==> config.mk <==
export PLATFORM = sky130hd
export DESIGN_NAME = coh_line_ctrl
export DESIGN_NICKNAME = d
export VERILOG_FILES = /design/src/rtl/coh_pkg.sv /design/src/rtl/coh_snoop_fsm.sv /design/src/rtl/coh_core_fsm.sv /design/src/rtl/coh_line_ctrl.sv
export SDC_FILE = /design/constraint.sdc
export NUM_CORES = 1
export LEC_CHECK = 0
export ABC_AREA = 1
export BUFFER_PORTS_ARGS = -buffer_cell sky130_fd_sc_hd__buf_2
export CAP_MARGIN = 30
export CORE_MARGIN = 2
export CORE_UTILIZATION = 40
export CTS_CLUSTER_SIZE = 25
export DETAILED_ROUTE_END_ITERATION = 12
export PLACE_DENSITY = 0.59
export SLEW_MARGIN = 20
export SYNTH_ARGS = -nofsm -noshare
export SYNTH_HDL_FRONTEND = slang
export SYNTH_SLANG_ARGS = --single-unit
export TNS_END_PERCENT = 5
==> constraint.sdc <==
create_clock -name clk -period 5.45 [get_ports clk]
set_input_delay 0.545 -clock clk [delete_from_list [all_inputs] [get_ports clk]]
set_output_delay 0.545 -clock clk [all_outputs]
set_load 0.02 [all_outputs]
==> src/rtl/coh_pkg.sv <==
package coh_pkg;

    typedef enum logic [2:0] {
        ST_I = 3'd0,
        ST_S = 3'd1,
        ST_E = 3'd2,
        ST_O = 3'd3,
        ST_M = 3'd4
    } line_st_t;

    typedef enum logic [1:0] {
        CO_NONE = 2'd0,
        CO_RD   = 2'd1,
        CO_WR   = 2'd2,
        CO_EV   = 2'd3
    } core_op_t;

    typedef enum logic [1:0] {
        BX_NONE = 2'd0,
        BX_RD   = 2'd1,
        BX_RDX  = 2'd2,
        BX_RSV  = 2'd3
    } bus_op_t;

    typedef struct packed {
        logic shared;
        logic supply;
        logic flush;
    } snp_resp_t;

endpackage

==> src/rtl/coh_snoop_fsm.sv <==
module coh_snoop_fsm
    import coh_pkg::*;
#(
    parameter bit MOESI = 1'b1
) (
    input  line_st_t  cur,
    input  bus_op_t   op,
    output line_st_t  nxt,
    output snp_resp_t resp
);
    always_comb begin
        nxt  = cur;
        resp = '0;
        unique case (op)
            BX_RD: begin
                unique case (cur)
                    ST_E: begin
                        nxt         = ST_S;
                        resp.shared = 1'b1;
                    end
                    ST_S: resp.shared = 1'b1;
                    ST_M: begin
                        resp.shared = 1'b1;
                        resp.supply = 1'b1;
                        if (MOESI) begin
                            nxt = ST_O;
                        end else begin
                            nxt        = ST_S;
                            resp.flush = 1'b1;
                        end
                    end
                    ST_O: begin
                        resp.shared = 1'b1;
                        resp.supply = 1'b1;
                    end
                    default: nxt = cur;
                endcase
            end
            BX_RDX: begin
                if (cur != ST_I) begin
                    nxt         = ST_I;
                    resp.supply = (cur == ST_M) || (cur == ST_O);
                end
            end
            default: nxt = cur;
        endcase
    end
endmodule

==> src/rtl/coh_core_fsm.sv <==
module coh_core_fsm
    import coh_pkg::*;
(
    input  line_st_t cur,
    input  core_op_t op,
    input  logic     shared_in,
    output line_st_t nxt,
    output bus_op_t  req,
    output logic     wb
);
    always_comb begin
        nxt = cur;
        req = BX_NONE;
        wb  = 1'b0;
        unique case (op)
            CO_RD: begin
                if (cur == ST_I) begin
                    req = BX_RD;
                    nxt = shared_in ? ST_S : ST_E;
                end
            end
            CO_WR: begin
                if (cur == ST_I || cur == ST_S || cur == ST_O) begin
                    req = BX_RDX;
                end
                nxt = ST_M;
            end
            CO_EV: begin
                wb  = (cur == ST_M) || (cur == ST_O);
                nxt = ST_I;
            end
            default: nxt = cur;
        endcase
    end
endmodule

==> src/rtl/coh_line_ctrl.sv <==
module coh_line_ctrl
    import coh_pkg::*;
#(
    parameter int LINES = 16,
    parameter bit MOESI = 1'b1,
    localparam int IW   = (LINES > 1) ? $clog2(LINES) : 1
) (
    input  logic          clk,
    input  logic          rst_n,
    input  logic [1:0]    core_op,
    input  logic [IW-1:0] core_idx,
    input  logic          shared_in,
    input  logic [1:0]    snp_op,
    input  logic [IW-1:0] snp_idx,
    output logic [1:0]    bus_req,
    output logic          shared_out,
    output logic          supply_out,
    output logic          flush_out,
    output logic          wb_out,
    output logic [2:0]    cur_state
);
    line_st_t  arr_q [LINES];
    line_st_t  arr_d [LINES];

    core_op_t  c_op;
    bus_op_t   s_op;
    line_st_t  snp_cur, snp_nxt, core_cur, core_nxt;
    snp_resp_t snp_resp;
    bus_op_t   core_req;
    logic      core_wb;
    logic      snp_act, same_line;

    assign c_op      = core_op_t'(core_op);
    assign s_op      = bus_op_t'(snp_op);
    assign snp_act   = (s_op == BX_RD) || (s_op == BX_RDX);
    assign same_line = snp_act && (snp_idx == core_idx);
    assign snp_cur   = arr_q[snp_idx];
    // the core sees the state the snoop leaves behind
    assign core_cur  = same_line ? snp_nxt : arr_q[core_idx];

    coh_snoop_fsm #(.MOESI(MOESI)) u_snoop (
        .cur  (snp_cur),
        .op   (s_op),
        .nxt  (snp_nxt),
        .resp (snp_resp)
    );

    coh_core_fsm u_core (
        .cur       (core_cur),
        .op        (c_op),
        .shared_in (shared_in),
        .nxt       (core_nxt),
        .req       (core_req),
        .wb        (core_wb)
    );

    always_comb begin
        for (int i = 0; i < LINES; i++) arr_d[i] = arr_q[i];
        if (snp_act)          arr_d[snp_idx]  = snp_nxt;
        if (c_op != CO_NONE)  arr_d[core_idx] = core_nxt;
    end

    always_ff @(posedge clk) begin
        for (int i = 0; i < LINES; i++) begin
            arr_q[i] <= rst_n ? arr_d[i] : ST_I;
        end
    end

    assign bus_req    = core_req;
    assign shared_out = snp_resp.shared;
    assign supply_out = snp_resp.supply;
    assign flush_out  = snp_resp.flush;
    assign wb_out     = core_wb;
    assign cur_state  = arr_q[core_idx];

    a_r3_r10_silent_write: assert property (@(posedge clk) disable iff (!rst_n)
        (c_op == CO_WR && (core_cur == ST_E || core_cur == ST_M)) |-> bus_req == 2'd0);

    a_r5_write_ends_modified: assert property (@(posedge clk) disable iff (!rst_n)
        (c_op == CO_WR) |=> arr_q[$past(core_idx)] == ST_M);

    a_r9_evict_leaves_invalid: assert property (@(posedge clk) disable iff (!rst_n)
        (c_op == CO_EV) |=> arr_q[$past(core_idx)] == ST_I);

    a_r11_quiet_on_invalid: assert property (@(posedge clk) disable iff (!rst_n)
        (snp_act && arr_q[snp_idx] == ST_I) |-> !(shared_out || supply_out || flush_out));

    a_r6_flush_only_supplied_read: assert property (@(posedge clk) disable iff (!rst_n)
        flush_out |-> (supply_out && s_op == BX_RD));

    a_r12_rdx_invalidates: assert property (@(posedge clk) disable iff (!rst_n)
        (s_op == BX_RDX && !(c_op != CO_NONE && core_idx == snp_idx))
        |=> arr_q[$past(snp_idx)] == ST_I);

    a_r8_owned_persists: assert property (@(posedge clk) disable iff (!rst_n)
        (s_op == BX_RD && arr_q[snp_idx] == ST_O && !(c_op != CO_NONE && core_idx == snp_idx))
        |=> arr_q[$past(snp_idx)] == ST_O);

endmodule

==> key figures, run 1 <==
Outcome
  • Status: finished clean

Drt
  • Post-DRT Antenna Nets: 0
  • WL per Instance: 16.57 um
  • Via count: 4147
  • Number of remaining DRC errors: 0
  • Vias per inst: 5.552
  • Starting DRT DRC Count: 434
  • Routed WL: 12380 um
  • Drt pass-1 iters: 7

Min path
  • Tightest Hold Check Type: flip-flop to flip-flop
  • Hold Path End: arr_q[12][2]
  • Hold depth: 2
  • Min-delay src: arr_q[12][2]

Finish
  • Top Registers: arr_q: 48 flops
  • Cell area after layout: 3899 um^2
  • N_diodes: 0
  • Layout cells sized above 1: 8.920%
  • Final core utilization: 44.49%
  • Layout Nets: 659
  • Number of flip-flops in the largest register: 48
  • Largest Register: arr_q
  • # fillers: 951
  • Layout area overhead: 7.485%
  • Non-filler instance count after layout: 747

Timing
  • Max-slew violations: 0
  • Final cycle utilization of the critical path: 62.22%
  • Setup tns final: 0 ns
  • Max Clk Rate: 0.2949 GHz
  • Final Hold Fails: 0
  • Worst hold slack: 0.5482 ns
  • Setup repair after global routing missed its margin: false
  • Time the worst path needs with I/O delays and setup: 3.391 ns
  • Setup WS post-layout: 2.059 ns
  • Final setup viols: 0
  • Worst Skew: 0.009149 ns
  • Worst slew pin tran: 0.8798 ns
  • Worst slew margin: 41.35%

GRT
  • First-pass GRT wire length: 19780 um
  • Largest net degree at the start of global routing: 49
  • Gr usage total: 25.61%
  • Most Crowded Layer GR: met2
  • Gr ovfl total: 0
  • Met3 Use GR: 3.303%
  • Vias in the first global route: 3665
  • Initial antenna violation count: 0
  • Met1 GRT Util: 37.59%
  • Met2 usage: 39.97%

Critical path
  • CP startpoint kind: input pin
  • Family with the most delay on the worst path: simple AND/OR/NAND/NOR gates
  • R2R depth: 14
  • R2R Path End: arr_q[14][2]
  • Crit path buffers/inverters: 4
  • Crit-path max cell delay: 0.44 ns
  • Crit-path max FO: 30
  • WP data arrival: 2.85 ns
  • Crit. End Element: primary output
  • Critical path required time: 4.91 ns
  • Reg2Reg Setup Slack: 3.23 ns
  • Crit Path Class: input pin to primary output
  • Crit-path most repeated cell: nand2_1
  • R2r startpoint: arr_q[3][0]
  • Crit path cell chain: buf_2, inv_2, nand2_1, nand2_1, nand2_1, nand2_1, nand2_1, nand2_1, nor2_4, inv_2, nand2_1, nand3_2, nand3_1, nand2_2, o21ai_0, and3_1, buf_2
  • Slowest stage cell, crit path: buf_2

Place
  • Gpl congestion: 0.9429
  • Post-place setup slack: 2.131 ns
  • Hpwl dp: 8651 um
  • Post-Place Cells: 739
  • IO buf count: 22
  • Dpl cell area: 3740 um^2

Clock tree
  • CTS sink count: 48
  • CTS clk-pin slew, worst paths: 0.10 ns
  • # resized after CTS: 0
  • Max Buffers Root-to-Sink: 2
  • CTS tree: yes
  • Setup bufs post-CTS: 0
  • Clock Tree Root: clkbuf_8
  • Clk_lat worst skew: 0.31 ns
  • Number of H-tree levels: 2
  • TritonCTS Buffers: 5
  • CTS Hold Bufs: 0

Power and ir drop
  • Total Power: 926.2 uW
  • Max VDD drop: 0.1052 mV
  • P per Cell Area: 237.6 nW/um^2
  • Lkg Pwr: 1.799 nW

Floorplanning
  • Initial core utilization: 41.39%
  • # rows: 34
  • Core area: 8763 um^2
  • Die Area: 9846 um^2
  • Die Wd: 99.23 um
  • Ports: 24
  • Die Y: 99.23 um

Synth
  • Number of synthesized register bits: 48
  • Syn nets: 650
  • Distinct cells, synth: 30
  • Synth warn: 0
  • Avg Cell Area, Syn: 5.767 um^2
  • Post-synthesis sequential area ratio: 26.49%
  • Synthesized area: 3627 um^2
  • Post-Synthesis Cells: 629

Run
  • MaxCap Viol Count: 0
cell families (layout without fill, tap and decap cells):
logic type      Yosys count  after routing  share of synthesized area, %
simple gates            295            295                         33.12
compound gates          181            181                         26.35
buf+inv                  97            107                         11.62
flops                    48             48                         26.49
fa+ha+maj                 6              6                         2.070
other cells               1              1                        0.1034
xor+xnor                  1              1                        0.2415
how the worst max path moves through the flow:
stage / start / slack (ns) / cells after the start / end
floorplan: snp_op[0] / 2.76 / 11 / bus_req[1]
global placement: snp_idx[0] / 2.20 / 17 / wb_out
detailed placement: snp_idx[0] / 2.13 / 17 / wb_out
CTS: snp_idx[0] / 2.14 / 17 / wb_out
global route: snp_idx[0] / 1.81 / 17 / wb_out
finish: snp_idx[0] / 2.06 / 17 / wb_out
cell usage after synthesis (all sizes together):
library cell,n,area share [%]
xnor2,1,0.24
ha,6,2.1
conb,1,0.10
o21ai,64,8.8
nand4,3,0.52
or2,2,0.34
buf,13,2.9
clkbuf,7,0.72
dfxtp,48,26
nor2,60,6.5
inv,77,8.0
a21boi,2,0.41
nor3,2,0.28
a22oi,8,1.7
a21oi,88,12
o211ai,1,0.21
and3,1,0.17
o22ai,17,2.9
a31oi,1,0.17
nand2,204,22
nand3,23,3.6
layout make-up:
type / count / area (um^2) / area share [%]
Clock buffer: 5 / 68.82 / 1.765
Clock inverter: 3 / 90.09 / 2.311
Inverter: 77 / 289.0 / 7.413
Multi-Input combinational cell: 484 / 2245 / 57.57
Sequential cell: 48 / 960.9 / 24.65
Tap cell: 108 / 135.1 / 3.466
Timing Repair Buffer: 22 / 110.1 / 2.824
routing by layer:
metal	wire length, um	vias up
met1	5756	1896
met4	189	0
met3	979	16
met2	5451	173
met5	0	-
li1	-	2062
where the power goes:
part | leakage, nW | switching (mW) | internal (mW) | total, mW
logic | 1.33 | 0.135 | 0.0497 | 0.185
clock network | 0.0784 | 0.139 | 0.230 | 0.369
registers | 0.389 | 0.0108 | 0.362 | 0.372
total | 1.80 | 0.285 | 0.641 | 0.926
worst min-delay path, delay by kind of cell (launching register included):
kind / cells / cell delay (ns)
compound gates: 1 / 0.12
flops: 1 / 0.34
simple gates: 1 / 0.05
layout by cell type (no fill, tap or decap), drive strengths merged, types with 2 or more instances in the layout:
| cell | instances |
|---|---|
| nor2 | 60 |
| clkbuf | 5 |
| nand2 | 204 |
| bufinv | 3 |
| or2 | 2 |
| ha | 6 |
| nand4 | 3 |
| nor3 | 2 |
| buf | 22 |
| nand3 | 23 |
| a22oi | 8 |
| dfxtp | 48 |
| o21ai | 64 |
| a21oi | 88 |
| inv | 77 |
| o22ai | 17 |
| a21boi | 2 |
Note: power is estimated with default switching activity, not from simulation.
==> run 2, diff against run 1 <==
PLACE_DENSITY = 0.61   (was 0.59)
clock period = 2.75 ns   (was 5.45 ns; I/O delays follow)
==> run 2 against run 1 <==
Clock-buffer cell count is 2 higher; design area is 2.4% higher; sequential share of layout area is 0.59 points lower; final cell count is 1.6% higher; combinational power is 110% higher; worst setup slack worse by 1.8 ns; clock power is 56% higher; critical path type unchanged; largest cell class unchanged.
==> key figures, run 2 (synthesis gave the netlist of run 1 again) <==
Timing
  • Worst slew pin tran: 0.8512 ns (-0.02862 ns)
  • Worst Skew: 0.003914 ns (-0.005235 ns)
  • Setup tns final: 0 ns (unchanged)
  • Final setup viols: 0 (unchanged)
  • Max Clk Rate: 0.4080 GHz
  • Final Hold Fails: 0 (unchanged)
  • Max-slew violations: 0 (unchanged)
  • Final cycle utilization of the critical path: 89.13%
  • Time the worst path needs with I/O delays and setup: 2.451 ns
  • Setup repair after global routing missed its margin: false
  • Worst slew margin: 43.25% (+1.9 points)

Power and ir drop
  • P per Cell Area: 427.3 nW/um^2 (+80%)
  • Max VDD drop: 0.1878 mV (+79%)
  • Total Power: 1.707 mW (+84%)
  • Lkg Pwr: 1.856 nW (+3.2%)

Min path
  • Hold Path End: arr_q[14][2]
  • Tightest Hold Check Type: flip-flop to flip-flop
  • Hold depth: 2 (unchanged)
  • Min-delay src: arr_q[14][2]

Clock tree
  • Number of H-tree levels: 2 (unchanged)
  • CTS Hold Bufs: 0 (unchanged)
  • CTS clk-pin slew, worst paths: 0.09 ns (about the same)
  • Setup bufs post-CTS: 0 (unchanged)
  • # resized after CTS: 0 (unchanged)
  • TritonCTS Buffers: 5 (unchanged)
  • Max Buffers Root-to-Sink: 2 (unchanged)
  • CTS sink count: 48 (unchanged)
  • Clk_lat worst skew: 0.31 ns (about the same)
  • Clock Tree Root: clkbuf_8
  • CTS tree: yes

Drt
  • WL per Instance: 16.40 um (-1.0%)
  • Drt pass-1 iters: 5 (-2)
  • Routed WL: 12450 um (+0.57%)
  • Via count: 4216 (+1.7%)
  • Post-DRT Antenna Nets: 0 (unchanged)
  • Vias per inst: 5.555 (about the same)
  • Starting DRT DRC Count: 385 (-11%)
  • Number of remaining DRC errors: 0 (unchanged)

Place
  • Gpl congestion: 1.021 (+8.3%)
  • IO buf count: 22 (unchanged)
  • Hpwl dp: 9199 um (+6.3%)

Critical path
  • CP startpoint kind: input pin
  • Crit Path Class: input pin to primary output
  • R2R depth: 13 (-1)
  • R2R Path End: arr_q[9][2]
  • WP data arrival: 2.18 ns (-0.67 ns)
  • Reg2Reg Setup Slack: 0.57 ns (-2.66 ns)
  • Crit. End Element: primary output
  • Crit-path max FO: 6 (-80%)
  • Critical path required time: 2.48 ns (-2.43 ns)
  • R2r startpoint: arr_q[4][2]

Outcome
  • Status: finished clean

Floorplanning
  • Die Y: 99.23 um (unchanged)
  • Die Area: 9846 um^2 (unchanged)
  • Ports: 24 (unchanged)
  • Die Wd: 99.23 um (unchanged)
  • # rows: 34 (unchanged)
  • Core area: 8763 um^2 (unchanged)
  • Initial core utilization: 41.39% (unchanged)

Finish
  • Reg area: 960.9 um^2 (unchanged)
  • Layout cells sized above 1: 10.60% (+1.7 points)
  • Layout Nets: 671 (+1.8%)
  • Commonest non-fill, non-tap cells in the layout: 195 x nand2_1, 88 x a21oi_1, 64 x inv_1
  • Most common cell after layout, fill and taps aside: nand2_1
  • # fillers: 965 (+1.5%)
  • Largest Register: arr_q
  • Top Registers: arr_q: 48 flops
  • N_diodes: 0 (unchanged)
  • Multi-input gate area: 2245 um^2 (unchanged)
  • Layout area overhead: 10.11%
  • Number of flip-flops in the largest register: 48 (unchanged)

GRT
  • Gr ovfl total: 0 (unchanged)
  • Gr usage total: 25.47% (-0.13 points)
  • Initial antenna violation count: 0 (unchanged)
  • First-pass GRT wire length: 19680 um (-0.53%)
  • Largest net degree at the start of global routing: 49 (unchanged)
  • Vias in the first global route: 3685 (+0.55%)

Run
  • MaxCap Viol Count: 0 (unchanged)
==> run 2: cell types whose count changed in the layout (fill, tap and decap cells not counted), sizes merged <==
cell    delta
buf       +12
bufinv     -2
clkbuf     +2
==> run 2: worst max-delay path by stage <==
stage                          from     endpoint  slack (ns)
final                     snp_op[0]       wb_out        0.30
after global routing      snp_op[0]   bus_req[1]        0.10
after CTS                 snp_op[0]       wb_out        0.31
after detailed placement  snp_op[0]  arr_q[9][2]        0.20
after global placement    snp_op[0]  arr_q[4][2]        0.22
after floorplan           snp_op[0]   bus_req[1]        0.60
==> run 2: area by class of cell <==
class / count / area share [%]
Multi-Input combinational cell: 484 / 56.20
Sequential cell: 48 / 24.06
Inverter: 77 / 7.237
Timing Repair Buffer: 34 / 5.952
Tap cell: 108 / 3.383
Clock buffer: 7 / 2.412
Clock inverter: 1 / 0.7519
==> run 2: power breakdown <==
group          total [mW]  internal [mW]  switching (mW)  leakage [nW]
Clock               0.574          0.321           0.253        0.0645
Sequential          0.737          0.717          0.0203         0.389
Combinational       0.396          0.122           0.273          1.40
==> run 2: critical path: stages <==
cell and delay [ns]:
buf_2 0.09, inv_1 0.04, ha_1 0.37, inv_1 0.23
o21ai_1 0.10, nor3_1 0.13, nand3_1 0.15, inv_1 0.14
nand3_1 0.13, nand2_2 0.12, nand2_1 0.06, nand2_1 0.05
and3_1 0.13, buf_2 0.15
==> run 2: metrics by stage <==
step	utilization (%)	worst slack (ns)	instances	hold WS, ns	instance area (um^2)
floorplan	-	0.6047	629	0.4917	3627
global placement	44.13	0.2197	751	0.5206	3867
detailed placement	44.13	0.1957	751	0.5230	3867
CTS	45.57	0.3058	759	0.5361	3994
global route	45.57	0.1017	759	0.5936	3994
finish	45.57	0.2988	759	0.5367	3994
==> run 2: per-layer routing <==
layer / up-vias / global-route usage (%) / routed length (um)
met3: 34 / 3.373 / 1010
li1: 2088 / - / -
met1: 1884 / 34.30 / 5361
met2: 210 / 40.54 / 5508
met5: - / 0 / 0
met4: 0 / 11.80 / 567
